[src/rtl/pkt_ring_pkg.sv]
package pkt_ring_pkg;

  // Reason a buffer was closed in the current cycle.
  typedef enum logic [1:0] {
    COMMIT_NONE   = 2'd0,
    COMMIT_FILLED = 2'd1,
    COMMIT_SHORT  = 2'd2
  } commit_e;

endpackage

[src/rtl/pkt_ring_rst_sync.sv]
module pkt_ring_rst_sync #(
  parameter int STAGES = 2
) (
  input  logic clk,
  input  logic rst_n,
  output logic rst_sync_n
);

  logic [STAGES-1:0] sync_q;
  logic [STAGES-1:0] sync_nxt;

  always_comb begin
    sync_nxt = {sync_q[STAGES-2:0], 1'b1};
  end

  always_ff @(posedge clk or negedge rst_n) begin
    if (!rst_n) begin
      sync_q <= '0;
    end else begin
      sync_q <= sync_nxt;
    end
  end

  assign rst_sync_n = sync_q[STAGES-1];

endmodule

[src/rtl/pkt_ring_store.sv]
module pkt_ring_store #(
  parameter int DATA_W    = 8,
  parameter int PKT_BYTES = 16,
  parameter int NUM_BUFS  = 4,
  parameter int LEN_W     = 5,
  parameter int IDX_W     = 4,
  parameter int PTR_W     = 2
) (
  input  logic              clk,
  input  logic              rst_n,
  // byte write port
  input  logic              byte_we,
  input  logic [PTR_W-1:0]  byte_buf,
  input  logic [IDX_W-1:0]  byte_idx,
  input  logic [DATA_W-1:0] byte_data,
  // length write port (on commit)
  input  logic              len_we,
  input  logic [PTR_W-1:0]  len_buf,
  input  logic [LEN_W-1:0]  len_val,
  // read port
  input  logic [PTR_W-1:0]  rd_buf,
  input  logic [IDX_W-1:0]  rd_idx,
  output logic [DATA_W-1:0] rd_data,
  output logic [LEN_W-1:0]  rd_len
);

  logic [DATA_W-1:0] buf_rd_data [NUM_BUFS];
  logic [LEN_W-1:0]  buf_len     [NUM_BUFS];

  for (genvar b = 0; b < NUM_BUFS; b++) begin : g_buf
    logic [DATA_W-1:0] mem_q [PKT_BYTES];
    logic [LEN_W-1:0]  len_q;
    logic [LEN_W-1:0]  len_nxt;
    logic              mem_en;
    logic              len_en;

    always_comb begin
      mem_en  = byte_we && (byte_buf == PTR_W'(b));
      len_en  = len_we && (len_buf == PTR_W'(b));
      len_nxt = len_val;
    end

    // Data storage carries no reset; only written bytes are ever read.
    always_ff @(posedge clk) begin
      if (mem_en) begin
        mem_q[byte_idx] <= byte_data;
      end
    end

    always_ff @(posedge clk or negedge rst_n) begin
      if (!rst_n) begin
        len_q <= '0;
      end else if (len_en) begin
        len_q <= len_nxt;
      end
    end

    assign buf_rd_data[b] = mem_q[rd_idx];
    assign buf_len[b]     = len_q;
  end

  assign rd_data = buf_rd_data[rd_buf];
  assign rd_len  = buf_len[rd_buf];

endmodule

[src/rtl/pkt_ring_wr_ctl.sv]
module pkt_ring_wr_ctl
  import pkt_ring_pkg::*;
#(
  parameter int PKT_BYTES = 16,
  parameter int NUM_BUFS  = 4,
  parameter int LEN_W     = 5,
  parameter int PTR_W     = 2
) (
  input  logic             clk,
  input  logic             rst_n,
  input  logic             wr_en,
  input  logic             wr_pkt_end,
  input  logic             ring_full,
  output logic             byte_accept,
  output logic [PTR_W-1:0] wr_ptr,
  output logic [LEN_W-1:0] fill_cnt,
  output commit_e          commit_kind,
  output logic [LEN_W-1:0] commit_len,
  output logic             overflow
);

  logic [PTR_W-1:0] ptr_q, ptr_nxt;
  logic [LEN_W-1:0] fill_q, fill_nxt;
  logic             ovf_q, ovf_nxt;
  logic             ptr_en, fill_en;
  logic             last_byte;
  logic             fills_buf;
  logic             short_end;

  always_comb begin
    byte_accept = wr_en && !ring_full;
    last_byte   = (fill_q == LEN_W'(PKT_BYTES - 1));
    fills_buf   = byte_accept && last_byte;
    short_end   = wr_pkt_end && !ring_full && !fills_buf;

    if (fills_buf) begin
      commit_kind = COMMIT_FILLED;
    end else if (short_end) begin
      commit_kind = COMMIT_SHORT;
    end else begin
      commit_kind = COMMIT_NONE;
    end

    commit_len = fill_q + LEN_W'(byte_accept);

    ptr_en  = (commit_kind != COMMIT_NONE);
    ptr_nxt = (ptr_q == PTR_W'(NUM_BUFS - 1)) ? '0 : ptr_q + PTR_W'(1);

    fill_en  = byte_accept || short_end;
    fill_nxt = ptr_en ? '0 : fill_q + LEN_W'(byte_accept);

    ovf_nxt = wr_en && ring_full;
  end

  always_ff @(posedge clk or negedge rst_n) begin
    if (!rst_n) begin
      ptr_q <= '0;
    end else if (ptr_en) begin
      ptr_q <= ptr_nxt;
    end
  end

  always_ff @(posedge clk or negedge rst_n) begin
    if (!rst_n) begin
      fill_q <= '0;
    end else if (fill_en) begin
      fill_q <= fill_nxt;
    end
  end

  always_ff @(posedge clk or negedge rst_n) begin
    if (!rst_n) begin
      ovf_q <= 1'b0;
    end else begin
      ovf_q <= ovf_nxt;
    end
  end

  assign wr_ptr   = ptr_q;
  assign fill_cnt = fill_q;
  assign overflow = ovf_q;

endmodule

[src/rtl/pkt_ring_rd_ctl.sv]
module pkt_ring_rd_ctl #(
  parameter int NUM_BUFS = 4,
  parameter int PTR_W    = 2,
  parameter int CNT_W    = 3
) (
  input  logic             clk,
  input  logic             rst_n,
  input  logic             commit_valid,
  input  logic             wr_fill_zero,
  input  logic             rd_release,
  input  logic [CNT_W-1:0] level_thresh,
  output logic [PTR_W-1:0] rd_ptr,
  output logic [CNT_W-1:0] used_cnt,
  output logic             pkt_valid,
  output logic             full,
  output logic             empty,
  output logic             level_flag
);

  logic [PTR_W-1:0] ptr_q, ptr_nxt;
  logic [CNT_W-1:0] used_q, used_nxt;
  logic             rel_ok;
  logic             used_en;

  always_comb begin
    rel_ok   = rd_release && (used_q != '0);
    used_en  = commit_valid ^ rel_ok;
    used_nxt = used_q + CNT_W'(commit_valid) - CNT_W'(rel_ok);
    ptr_nxt  = (ptr_q == PTR_W'(NUM_BUFS - 1)) ? '0 : ptr_q + PTR_W'(1);
  end

  always_ff @(posedge clk or negedge rst_n) begin
    if (!rst_n) begin
      ptr_q <= '0;
    end else if (rel_ok) begin
      ptr_q <= ptr_nxt;
    end
  end

  always_ff @(posedge clk or negedge rst_n) begin
    if (!rst_n) begin
      used_q <= '0;
    end else if (used_en) begin
      used_q <= used_nxt;
    end
  end

  always_comb begin
    pkt_valid  = (used_q != '0);
    full       = (used_q == CNT_W'(NUM_BUFS));
    empty      = (used_q == '0) && wr_fill_zero;
    level_flag = (level_thresh != '0) && (used_q >= level_thresh);
  end

  assign rd_ptr   = ptr_q;
  assign used_cnt = used_q;

endmodule

[src/rtl/pkt_ring_fifo.sv]
module pkt_ring_fifo
  import pkt_ring_pkg::*;
#(
  parameter int DATA_W    = 8,
  parameter int PKT_BYTES = 16,
  parameter int NUM_BUFS  = 4,
  localparam int LEN_W    = $clog2(PKT_BYTES + 1),
  localparam int IDX_W    = (PKT_BYTES > 1) ? $clog2(PKT_BYTES) : 1,
  localparam int PTR_W    = (NUM_BUFS > 1) ? $clog2(NUM_BUFS) : 1,
  localparam int CNT_W    = $clog2(NUM_BUFS + 1)
) (
  input  logic              clk,
  input  logic              rst_n,
  input  logic              wr_en,
  input  logic [DATA_W-1:0] wr_data,
  input  logic              wr_pkt_end,
  input  logic [CNT_W-1:0]  level_thresh,
  output logic              rd_pkt_valid,
  output logic [LEN_W-1:0]  rd_len,
  input  logic [IDX_W-1:0]  rd_addr,
  output logic [DATA_W-1:0] rd_data,
  input  logic              rd_release,
  output logic              full,
  output logic              empty,
  output logic              level_flag,
  output logic              overflow
);

  logic             rst_sync_n;
  logic             byte_accept;
  logic [PTR_W-1:0] wr_ptr;
  logic [PTR_W-1:0] rd_ptr;
  logic [LEN_W-1:0] fill_cnt;
  logic [LEN_W-1:0] commit_len;
  logic [CNT_W-1:0] used_cnt;
  commit_e          commit_kind;
  logic             commit_valid;

  pkt_ring_rst_sync #(
    .STAGES (2)
  ) u_rst_sync (
    .clk        (clk),
    .rst_n      (rst_n),
    .rst_sync_n (rst_sync_n)
  );

  pkt_ring_wr_ctl #(
    .PKT_BYTES (PKT_BYTES),
    .NUM_BUFS  (NUM_BUFS),
    .LEN_W     (LEN_W),
    .PTR_W     (PTR_W)
  ) u_wr_ctl (
    .clk         (clk),
    .rst_n       (rst_sync_n),
    .wr_en       (wr_en),
    .wr_pkt_end  (wr_pkt_end),
    .ring_full   (full),
    .byte_accept (byte_accept),
    .wr_ptr      (wr_ptr),
    .fill_cnt    (fill_cnt),
    .commit_kind (commit_kind),
    .commit_len  (commit_len),
    .overflow    (overflow)
  );

  assign commit_valid = (commit_kind != COMMIT_NONE);

  pkt_ring_rd_ctl #(
    .NUM_BUFS (NUM_BUFS),
    .PTR_W    (PTR_W),
    .CNT_W    (CNT_W)
  ) u_rd_ctl (
    .clk          (clk),
    .rst_n        (rst_sync_n),
    .commit_valid (commit_valid),
    .wr_fill_zero (fill_cnt == '0),
    .rd_release   (rd_release),
    .level_thresh (level_thresh),
    .rd_ptr       (rd_ptr),
    .used_cnt     (used_cnt),
    .pkt_valid    (rd_pkt_valid),
    .full         (full),
    .empty        (empty),
    .level_flag   (level_flag)
  );

  pkt_ring_store #(
    .DATA_W    (DATA_W),
    .PKT_BYTES (PKT_BYTES),
    .NUM_BUFS  (NUM_BUFS),
    .LEN_W     (LEN_W),
    .IDX_W     (IDX_W),
    .PTR_W     (PTR_W)
  ) u_store (
    .clk       (clk),
    .rst_n     (rst_sync_n),
    .byte_we   (byte_accept),
    .byte_buf  (wr_ptr),
    .byte_idx  (IDX_W'(fill_cnt)),
    .byte_data (wr_data),
    .len_we    (commit_valid),
    .len_buf   (wr_ptr),
    .len_val   (commit_len),
    .rd_buf    (rd_ptr),
    .rd_idx    (rd_addr),
    .rd_data   (rd_data),
    .rd_len    (rd_len)
  );

endmodule

[config.mk]
export PLATFORM = sky130hd
export DESIGN_NAME = pkt_ring_fifo
export DESIGN_NICKNAME = d
export VERILOG_FILES = /design/src/rtl/pkt_ring_pkg.sv /design/src/rtl/pkt_ring_rst_sync.sv /design/src/rtl/pkt_ring_store.sv /design/src/rtl/pkt_ring_wr_ctl.sv /design/src/rtl/pkt_ring_rd_ctl.sv /design/src/rtl/pkt_ring_fifo.sv
export SDC_FILE = /design/constraint.sdc
export NUM_CORES = 1
export LEC_CHECK = 0
export BUFFER_PORTS_ARGS = -buffer_cell sky130_fd_sc_hd__buf_2
export CAP_MARGIN = 20
export CORE_MARGIN = 5
export CORE_UTILIZATION = 41
export CTS_CLUSTER_DIAMETER = 40
export DETAILED_ROUTE_END_ITERATION = 6
export GPL_ROUTABILITY_DRIVEN = 0
export MAX_ROUTING_LAYER = met4
export SLEW_MARGIN = 20
export SYNTH_ARGS = -nofsm -noshare
export SYNTH_HDL_FRONTEND = slang
export SYNTH_HIERARCHICAL = 1
export SYNTH_SLANG_ARGS = --single-unit
[constraint.sdc]
create_clock -name clk -period 1.75 [get_ports clk]
set_input_delay 0 -clock clk [delete_from_list [all_inputs] [get_ports clk]]
set_output_delay 0 -clock clk [all_outputs]
set_load 0.1 [all_outputs]
==> metrics.md, run 1 <==
| Metric | Value |
|---|---|
| Via density | 5.41 |
| Worst-skew pair later-pin latency | 0.60 ns |
| Grt ovf | 0 |
| Slowest stage delay, CP | 0.50 ns |
| Final worst-path setup slack | -0.793 ns |
| CTS Sinks | 547 |
| #FFs+latches synth | 547 |
| Place WS | -0.659 ns |
| DP HPWL | 32.3 mm |
| Post-synth cell types | 58 |
| Min Tclk post-route | 2.54 ns |
| Register clock-pin slew on the reported worst setup and hold paths | 0.05 ns |
| Most common cell in the netlist | edfxtp_1 |
| Setup CP Type | reg2out |
| Largest area contributor in the netlist | edfxtp_1 |
| Die X | 240 µm |
| Ranking of synthesized cells by area | edfxtp_1 (71%), mux4_2 (12%), dfrtp_1 (4.0%) |
| Synthesis-to-layout area growth | 32.6% |
| Pwr dens | 1350 nW/µm² |
| Final Setup Violations | 559 |
| Final critical-path share of the clock period | 145% |
| DRT iter0 DRCs | 918 |
| First-pass detailed-route iteration total | 7 |
| Nets | 1392 |
| Min-delay worst type | in2reg |
| DP Area | 25400 µm² |
| CP startpoint kind | register |
| Hold path depth | 1 |
| DRT antenna net count | 0 |
| Global-route wire length before repair | 77.2 mm |
| Worst Path Required | 1.75 ns |
| RSZ-0062 raised after global routing | yes |
| Ys flop type | edfxtp_1 |
| Register area | 16300 µm² |
| PortBufs | 37 |
| Post-synth EDFFs | 512 |
| Largest net degree at the start of global routing | 65 |
| Number of buffers created by CTS | 71 |
| FILL cells | 4041 |
| IO Count | 38 |
| Share of cells above drive strength 1 | 46.2% |
| Slowest CP cell | or4b_4 |
| MaxCap Viol Count | 0 |
| Actual slew at the worst max-slew pin | 0.946 ns |
| DRC errors left | 0 |
| Async SR Flop Fraction | 6.40% |
| Post-Route Utilization | 54.9% |
| Status | finished, violations left |
| Area of the multi-input gates | 6150 µm² |
| Sequential area share after synthesis | 74.6% |
| Crit path DAT | 2.54 ns |
| Violated checks | negative setup slack |
| Clock buffer depth | 3 |
| Slew headroom | 36.9% |
| CTS Root Cell | clkbuf_16 |
| Peak Freq | 0.393 GHz |
| Syn_nets | 1115 |
| Critical Path, Cell by Cell | mux4_2, or4b_4, o2111ai_2, a31oi_2, a21o_1, buf_12 |
| Die ar. | 57800 µm² |
| Global Route Usage Sum | 18.6% |
| Synthesized cell area | 21800 µm² |
| Core box area | 52600 µm² |
| Synth warn | 6 |
| Leakage power | 9.85 nW |
| Hold Fails Final Rpt | 0 |
| Post-Syn Instances | 1085 |
| Final instance area | 28900 µm² |
| Worst Skew | 0.0202 ns |
| Via count | 11400 |
| Core Rows | 84 |
| Starting density of the core | 41.5% |
| Worst r2r path cells | 12 |
| Synth top area share | 70.6% |
| Worst Setup End Kind | output port |
| Vias in the first global route | 12000 |
| Worst vdd ir | 1.34 mV |
| Die height | 240 µm |
| Initial antenna violation count | 0 |
| DR WL/cell | 24.6 µm |
| CTS tree | yes |
| N_diodes | 0 |
| Post-synth top cells | edfxtp_1 (512), mux4_2 (118), nor2_1 (73), mux2i_1 (46) |
| Routed wire length | 51.8 mm |
| Final Slew Violations | 0 |
| H-tree Lvls | 3 |
| CP Max Fanout | 1 |
| Syn_area_per_cell | 20.1 µm² |
-- final cells by class --
class                   count  area share, %
clock buffers              81           6.69
flip-flops and latches    547           56.3
inverters                  13          0.186
repair buffers            262           10.3
clock inverters            50           2.30
multi-input cells         467           21.3
well taps                 688           2.98
-- report_power, final --
group	switching, mW	total, mW	internal, mW
Clock	5.61	15.6	9.96
Sequential	0.193	14.9	14.7
Combinational	4.93	8.40	3.47
Total	10.7	38.9	28.1
-- cell usage in the layout, fill, tap and decap left out, types with 7 or more instances in the layout --
master	Yosys	routed
buf_12	0	68
nor2_4	0	62
nand2_1	35	31
mux4_2	118	118
nor2_1	73	9
buf_6	1	30
clkinv_2	0	9
o32a_1	8	8
dlygate4sd3_1	0	10
o22a_1	7	7
a22o_1	11	11
mux2_2	30	13
edfxtp_1	512	512
o21ai_0	17	8
o211ai_1	7	7
bufinv_16	0	13
buf_2	19	19
a221o_1	7	7
clkinv_1	1	10
inv_1	12	7
clkbuf_16	0	77
mux2_4	4	21
mux2i_1	46	44
buf_4	13	131
dfrtp_1	35	34
-- flip-flops by register name, indices dropped and copies added, names as in the netlist --
name / cells
u_store/g_buf.len_q: 20
u_rst_sync/sync_q: 2
u_store/g_buf.mem_q: 512
u_wr_ctl/wr_ptr: 2
u_wr_ctl/overflow: 1
u_rd_ctl/rd_ptr: 2
u_rd_ctl/used_cnt: 3
u_wr_ctl/fill_cnt: 5
-- kinds of logic (layout without fill, tap and decap cells) --
kind of cell               count (synthesis)  in the layout  share of synthesized area, %
xor gates and xnor gates                   5              5                         0.201
AOI/OAI and AO/OA                         99             99                          3.48
and+or+nand+nor                          154            154                          3.35
other                                      1              1                        0.0172
muxes                                    198            198                          16.1
adders and majority gates                 10             10                         0.609
DFF                                      547            547                          74.6
buffers and inverters                     71            406                          1.59
-- per-layer routing --
| layer | global-route usage (%) | wire, µm | up-vias |
|---|---|---|---|
| li1 | - | - | 5032 |
| met1 | 25.6 | 22500 | 5967 |
| met2 | 29.0 | 25400 | 312 |
| met3 | 3.34 | 2660 | 83 |
| met4 | 5.30 | 1250 | 0 |
| met5 | - | 0 | - |
-- timing repair --
item / CTS / global route
hold buffers: 10 / 0
buffers inserted: 9 / 12
gates cloned: 1 / 1
setup endpoints to repair: 557 / 556
resized for setup: 95 / 42
pin swaps: 20 / 16
hold endpoints to repair: 332 / 0
-- stage by stage --
step / hold slack, ns / cells / power [mW] / TNS (ns)
2_1_floorplan: -0.296 / 1085 / 19.8 / -268.27
3_3_place_gp: -0.215 / 1947 / 22.6 / -133.86
3_5_place_dp: -0.211 / 1947 / 22.7 / -141.80
4_1_cts: 0.0208 / 2098 / 39.0 / -108.55
5_1_grt: 0.0403 / 2108 / 40.2 / -260.14
6_report: 0.0350 / 2108 / 38.9 / -220.91
-- path summary, 6_finish.rpt --
check,startpoint,endpoint,slack [ns]
max in group asynchronous,u_rst_sync/sync_q[1]$_DFF_PN0_,u_rd_ctl/rd_ptr[0]$_DFFE_PN0P_,1.13
min,wr_data[4],u_store/g_buf[2].mem_q[6][4]$_DFFE_PP_,0.04
max reg2reg,u_rd_ctl/used_cnt[0]$_DFFE_PN0N_,u_rd_ctl/used_cnt[1]$_DFFE_PN0N_,-0.67
min in group asynchronous,rst_n,u_rst_sync/sync_q[0]$_DFF_PN0_,0.27
min reg2reg,u_rst_sync/sync_q[1]$_DFF_PN0_,u_store/g_buf[1].len_q[0]$_DFFE_PN0P_,0.28
max,u_store/g_buf[2].mem_q[14][6]$_DFFE_PP_,rd_data[6],-0.79
-- critical path: cells and delay by family (launching register included) --
family | cells | cell delay, ns
simple gates | 1 | 0.50
mux | 1 | 0.47
compound gates | 3 | 0.44
flops | 1 | 0.36
buf+inv | 1 | 0.18
No activity file was read; power rests on OpenSTA's default activity.
==> run 2, diff against run 1 <==
GPL_TIMING_DRIVEN = 1   (was default)
MAX_ROUTING_LAYER = default   (was met4)
==> metrics.md, run 2 (same netlist as run 1, synthesis figures left out) <==
| Metric | Value |
|---|---|
| CP startpoint kind | register |
| H-tree Lvls | 3 (unchanged) |
| Post-Route Utilization | 54.9% (unchanged) |
| Min-delay worst type | in2reg |
| Worst Setup End Kind | output port |
| Grt ovf | 0 (unchanged) |
| Share of cells above drive strength 1 | 46.2% (unchanged) |
| DP HPWL | 32.3 mm (unchanged) |
| Vias in the first global route | 11900 (-0.42%) |
| Via density | 5.43 (+0.46%) |
| Psw | 10.7 mW (about the same) |
| Starting density of the core | 41.5% (unchanged) |
| Logic pwr share | 21.6% (about the same) |
| Largest net degree at the start of global routing | 65 (unchanged) |
| Die ar. | 57800 µm² (unchanged) |
| Register clock-pin slew on the reported worst setup and hold paths | 0.06 ns (about the same) |
| DR WL/cell | 24.6 µm (about the same) |
| CTS Root Cell | clkbuf_16 |
| Min Tclk post-route | 2.55 ns (+0.00652 ns) |
| Dpl cells | 1947 (unchanged) |
| PortBufs | 37 (unchanged) |
| Final critical-path share of the clock period | 146% (+0.37 points) |
| Global-route wire length before repair | 77.2 mm (about the same) |
| DRC errors left | 0 (unchanged) |
| Violated checks | negative setup slack |
| Core box area | 52600 µm² (unchanged) |
| CP Max Fanout | 1 (unchanged) |
| Via count | 11400 (+0.46%) |
| Power share of the sequential group | 38.3% (about the same) |
| CTS Sinks | 547 (unchanged) |
| Nets | 1392 (unchanged) |
| CTS tree | yes |
| Pwr dens | 1350 nW/µm² (about the same) |
| Slew headroom | 36.0% (-0.96 points) |
| Setup tns final | -217.09 ns (+3.81 ns) |
| Worst vdd ir | 1.34 mV (about the same) |
| Clock share of power | 40.0% (about the same) |
| Fin cells | 2108 (unchanged) |
| Switching share of total power | 27.6% (about the same) |
| DP Area | 25400 µm² (unchanged) |
| Global Route Usage Sum | 18.1% (-0.55 points) |
| Worst Path Required | 1.75 ns (about the same) |
| FILL cells | 4041 (unchanged) |
| Initial antenna violation count | 0 (unchanged) |
| Synthesis-to-layout area growth | 32.6% (unchanged) |
| Worst Hold Slack | 0.0330 ns (-0.00200 ns) |
| IO Count | 38 (unchanged) |
| DRT iter0 DRCs | 921 (+0.33%) |
| Worst Skew | 0.0203 ns (+0.000157 ns) |
| Die height | 240 µm (unchanged) |
| Worst-skew pair later-pin latency | 0.60 ns (about the same) |
| RSZ-0062 raised after global routing | yes |
| Leakage power | 9.85 nW (unchanged) |
| Top reg by flops | u_store/g_buf.mem_q |
| Clock buffer depth | 3 (unchanged) |
| Final worst-path setup slack | -0.799 ns (-0.00653 ns) |
| First-pass detailed-route iteration total | 5 (-2) |
| Core Rows | 84 (unchanged) |
| MaxCap Viol Count | 0 (unchanged) |
| Largest register FFs | 512 (unchanged) |
| Design Power | 38.9 mW (about the same) |
| Crit path DAT | 2.55 ns (about the same) |
| DRT antenna net count | 0 (unchanged) |
| Die X | 240 µm (unchanged) |
| Final Setup Violations | 559 (unchanged) |
| Actual slew at the worst max-slew pin | 0.961 ns (+0.0144 ns) |
| Commonest cells after routing, fill and taps aside | edfxtp_1 (512), buf_4 (131), mux4_2 (118) |
| Final Slew Violations | 0 (unchanged) |
| Number of buffers created by CTS | 71 (unchanged) |
| N_diodes | 0 (unchanged) |
| Place WS | -0.659 ns (unchanged) |
| Routed wire length | 51.8 mm (about the same) |
| Setup CP Type | reg2out |
| Peak Freq | 0.392 GHz (-0.26%) |
| Final instance area | 28900 µm² (unchanged) |
| Most common cell after layout, fill and taps aside | edfxtp_1 |
| Hold Fails Final Rpt | 0 (unchanged) |
| Internal cell power | 28.1 mW (about the same) |
| Status | finished, violations left |
[run 2: cell counts in the layout (fill, tap and decap cells not counted)]
No cell type changed its count.
[run 2: critical path, cell delays in order, from the launching register on]
cell and delay [ns]:
edfxtp_1 0.36, mux4_2 0.47, or4b_4 0.51, o2111ai_2 0.12, a31oi_2 0.08, a21o_1 0.24
buf_12 0.18
[run 2: cell type report]
class                   count  area, µm²  share of cell area, %
flip-flops and latches    547      16300                   56.3
inverters                  13       53.8                  0.186
repair buffers            262       2960                   10.3
clock inverters            50        663                   2.30
multi-input cells         467       6150                   21.3
well taps                 688        861                   2.98
clock buffers              81       1930                   6.69
[run 2: per-layer routing]
| metal | vias to the layer above | GRT usage, % | wire [µm] | share of wire [%] |
|---|---|---|---|---|
| li1 | 5033 | - | - | - |
| met1 | 6009 | 25.6 | 22600 | 44 |
| met2 | 330 | 29.0 | 25400 | 49 |
| met3 | 74 | 3.41 | 2610 | 5.0 |
| met4 | 0 | 5.24 | 1150 | 2.2 |
| met5 | - | 0 | 0 | 0 |
[run 2: power by group through the flow]
stage | Combinational [mW] | Clock [mW] | Sequential, mW
after floorplan | 4.56 | 0 | 15.2
after detailed placement | 7.55 | 0 | 15.2
after global placement | 7.45 | 0 | 15.1
after CTS | 8.24 | 15.8 | 14.9
after global routing | 8.78 | 16.4 | 14.9
final | 8.40 | 15.6 | 14.9
[run 2: path summary, 6_finish.rpt]
kind,from,end,slack (ns),cells past startpoint
setup / recovery,u_store/g_buf[2].mem_q[14][6]$_DFFE_PP_,rd_data[6],-0.80,6
hold / removal,wr_data[4],u_store/g_buf[2].mem_q[7][4]$_DFFE_PP_,0.03,1
setup reg to reg,u_rd_ctl/used_cnt[0]$_DFFE_PN0N_,u_rd_ctl/used_cnt[1]$_DFFE_PN0N_,-0.67,12
hold reg to reg,u_rst_sync/sync_q[1]$_DFF_PN0_,u_store/g_buf[1].len_q[0]$_DFFE_PN0P_,0.28,1
max in group asynchronous,u_rst_sync/sync_q[1]$_DFF_PN0_,u_rd_ctl/rd_ptr[0]$_DFFE_PN0P_,1.12,1
min in group asynchronous,rst_n,u_rst_sync/sync_q[0]$_DFF_PN0_,0.27,3
[run 2: what timing repair did]
item / 4_1_cts / 5_1_grt
hold buffers: 10 / 0
setup endpoints to repair: 557 / 556
setup buffers: 9 / 12
resized for setup: 95 / 42
gates cloned: 1 / 1
hold endpoints to repair: 332 / 0
pin swaps: 20 / 15
==> run 3, diff against run 2 <==
CORE_MARGIN = 2   (was 5)
CORE_UTILIZATION = 55   (was 41)
PLACE_DENSITY = 0.71   (was default)
TNS_END_PERCENT = 5   (was default)
==> metrics.md, run 3 (same netlist as run 1, synthesis figures left out) <==
| Metric | Value |
|---|---|
| IO Count | 38 (unchanged) |
| CTS Sinks | 547 (unchanged) |
| PortBufs | 37 (unchanged) |
| Hold Fails Final Rpt | 0 (unchanged) |
| Share of cells above drive strength 1 | 46.7% (+0.47 points) |
| Commonest cells after routing, fill and taps aside | edfxtp_1 (512), buf_4 (122), mux4_2 (118) |
| CP Max Fanout | 1 (unchanged) |
| RSZ-0062 raised after global routing | yes |
| Min-delay worst type | in2reg |
| Critical Path, Cell by Cell | mux4_2, or4b_4, o2111ai_4, a31oi_4, a21o_4, buf_12 |
| Actual slew at the worst max-slew pin | 0.820 ns (-0.141 ns) |
| Final worst-path setup slack | -0.778 ns (+0.0210 ns) |
| Final Slew Violations | 0 (unchanged) |
| Dpl cells | 1790 (-8.1%) |
| Register area | 16300 µm² (unchanged) |
| Power share of the sequential group | 40.2% (+1.9 points) |
| Worst Hold Slack | 0.0458 ns (+0.0128 ns) |
| Vias in the first global route | 12300 (+3.0%) |
| Worst Setup End Kind | output port |
| DRT antenna net count | 0 (unchanged) |
| Worst Skew | 0.0221 ns (+0.00177 ns) |
| N_diodes | 0 (unchanged) |
| Number of buffers created by CTS | 66 (-7.0%) |
| Slowest stage delay, CP | 0.51 ns (about the same) |
| Most common cell after layout, fill and taps aside | edfxtp_1 |
| Worst r2r path cells | 12 (unchanged) |
| Violated checks | negative setup slack |
| DRC errors left | 0 (unchanged) |
| Reg2reg start | u_rd_ctl/used_cnt[1]$_DFFE_PN0N_ |
| Initial antenna violation count | 0 (unchanged) |
| Pwr dens | 1330 nW/µm² (-1.3%) |
| Hold path start | wr_en |
| Global-route wire length before repair | 76.7 mm (-0.68%) |
| Crit path DAT | 2.53 ns (-0.02 ns) |
| Worst Path Required | 1.75 ns (about the same) |
| Worst Hold Path EP | u_wr_ctl/wr_ptr[1]$_DFFE_PN0P_ |
| Peak Freq | 0.396 GHz (+0.83%) |
| DR WL/cell | 26.4 µm (+7.6%) |
| DP HPWL | 30.9 mm (-4.3%) |
| H-tree Lvls | 3 (unchanged) |
| CTS Root Cell | clkbuf_16 |
| Final critical-path share of the clock period | 144% (-1.2 points) |
| Global Route Usage Sum | 25.5% (+7.4 points) |
| Grt ovf | 0 (unchanged) |
| Largest register FFs | 512 (unchanged) |
| Largest net degree at the start of global routing | 65 (unchanged) |
| CP startpoint kind | register |
| Top reg by flops | u_store/g_buf.mem_q |
| R2R setup slack | -0.66 ns (about the same) |
| Nets | 1387 (-0.36%) |
| CTS tree | yes |
| DRT iter0 DRCs | 1231 (+34%) |
| Internal cell power | 26.6 mW (-5.6%) |
| Register clock-pin slew on the reported worst setup and hold paths | 0.06 ns (about the same) |
| Fin cells | 1928 (-8.5%) |
| Leakage power | 9.57 nW (-2.8%) |
| Core box area | 38800 µm² (-26%) |
| Core Rows | 72 (-14%) |
| Die height | 203 µm (-16%) |
| Status | finished, violations left |
| Logic pwr share | 22.2% (+0.6 points) |
| Starting density of the core | 56.1% (+15 points) |
| Worst-skew pair later-pin latency | 0.58 ns (-0.02 ns) |
| Routed wire length | 51.0 mm (-1.6%) |
| First-pass detailed-route iteration total | 5 (unchanged) |
| Psw | 10.6 mW (-1.1%) |
| Slew headroom | 45.4% (+9.4 points) |
| Synthesis-to-layout area growth | 28.4% |
| Area of the multi-input gates | 6090 µm² (-1.0%) |
| FILL cells | 2186 (-46%) |
| Min Tclk post-route | 2.53 ns (-0.0210 ns) |
| Via density | 6.13 (+13%) |
| Clock share of power | 37.6% (-2.4 points) |
| Hold path depth | 5 (+4) |
| Clock buffer depth | 3 (unchanged) |
| Design Power | 37.2 mW (-4.4%) |
| Switching share of total power | 28.5% (+0.94 points) |
| Reg2reg end | u_rd_ctl/used_cnt[1]$_DFFE_PN0N_ |
| Die ar. | 41200 µm² (-29%) |
| Setup CP Type | reg2out |
| Via count | 11800 (+3.3%) |
| Final Setup Violations | 556 (-0.54%) |
| Die X | 203 µm (-16%) |
| Worst vdd ir | 1.32 mV (-1.2%) |
| Slowest CP cell | or4b_4 |
| MaxCap Viol Count | 0 (unchanged) |
run 3: cell types whose count changed in the layout (fill, tap and decap cells not counted), moves of 10 or more:
cell	previous run	this run
buf_12	68	30
buf_6	30	76
clkbuf_16	77	67
nor2_4	62	34
nor2_2	2	31
run 3: stage by stage:
stage	setup TNS, ns	utilization [%]	cell area [µm²]	setup slack, ns
2_1_floorplan	-290.13	-	21900	-0.989
3_3_place_gp	-137.33	62.8	24400	-0.603
3_5_place_dp	-157.34	62.8	24400	-0.662
4_1_cts	-107.43	71.4	27700	-0.831
5_1_grt	-180.63	72.1	28000	-0.830
6_report	-141.44	72.1	28000	-0.778
run 3: cell type report:
cell class	count	area share (%)
multi-input combinational	467	21.8
clock inverter	46	2.02
timing repair buffer	262	9.50
sequential	547	58.1
clock buffer	75	6.10
inverter	13	0.192
tap	518	2.32
run 3: critical path: cells and delay by family (launching register included):
kind / cells / cell delay, ns
compound gates: 3 / 0.43
buf+inv: 1 / 0.17
flops: 1 / 0.36
mux: 1 / 0.49
simple gates: 1 / 0.51
run 3: repair_timing:
item,in CTS,in global routing
pin swaps,32,17
setup endpoints to repair,557,556
gates cloned,1,0
hold endpoints to repair,248,0
gates resized for setup,240,40
setup buffers,4,4
hold buffers,10,0
run 3: layer usage:
| layer | up-vias | routed length, µm | track usage (%) |
|---|---|---|---|
| li1 | 5007 | - | - |
| met1 | 6146 | 20100 | 35.2 |
| met2 | 571 | 25500 | 41.3 |
| met3 | 94 | 4020 | 4.54 |
| met4 | 0 | 1430 | 9.41 |
| met5 | - | 0 | 0 |
run 3: worst max-delay path by stage:
stage / start / end / cells past startpoint
finish: u_store/g_buf[2].mem_q[12][6]$_DFFE_PP_ / rd_data[6] / 6
global route: u_store/g_buf[2].mem_q[12][6]$_DFFE_PP_ / rd_data[6] / 6
CTS: u_store/g_buf[2].mem_q[12][6]$_DFFE_PP_ / rd_data[6] / 6
detailed placement: u_rd_ctl/used_cnt[0]$_DFFE_PN0N_ / u_rd_ctl/used_cnt[1]$_DFFE_PN0N_ / 12
global placement: u_rd_ctl/used_cnt[0]$_DFFE_PN0N_ / u_rd_ctl/used_cnt[1]$_DFFE_PN0N_ / 12
floorplan: u_rd_ctl/used_cnt[0]$_DFFE_PN0N_ / u_rd_ctl/used_cnt[1]$_DFFE_PN0N_ / 12
run 3: power groups by stage:
stage | Clock, mW | Sequential [mW] | Combinational (mW)
detailed placement | 0 | 15.2 | 7.02
global placement | 0 | 15.2 | 6.89
floorplan | 0 | 15.2 | 4.16
global route | 14.7 | 15.0 | 8.59
CTS | 14.2 | 14.9 | 7.92
finish | 14.0 | 14.9 | 8.25
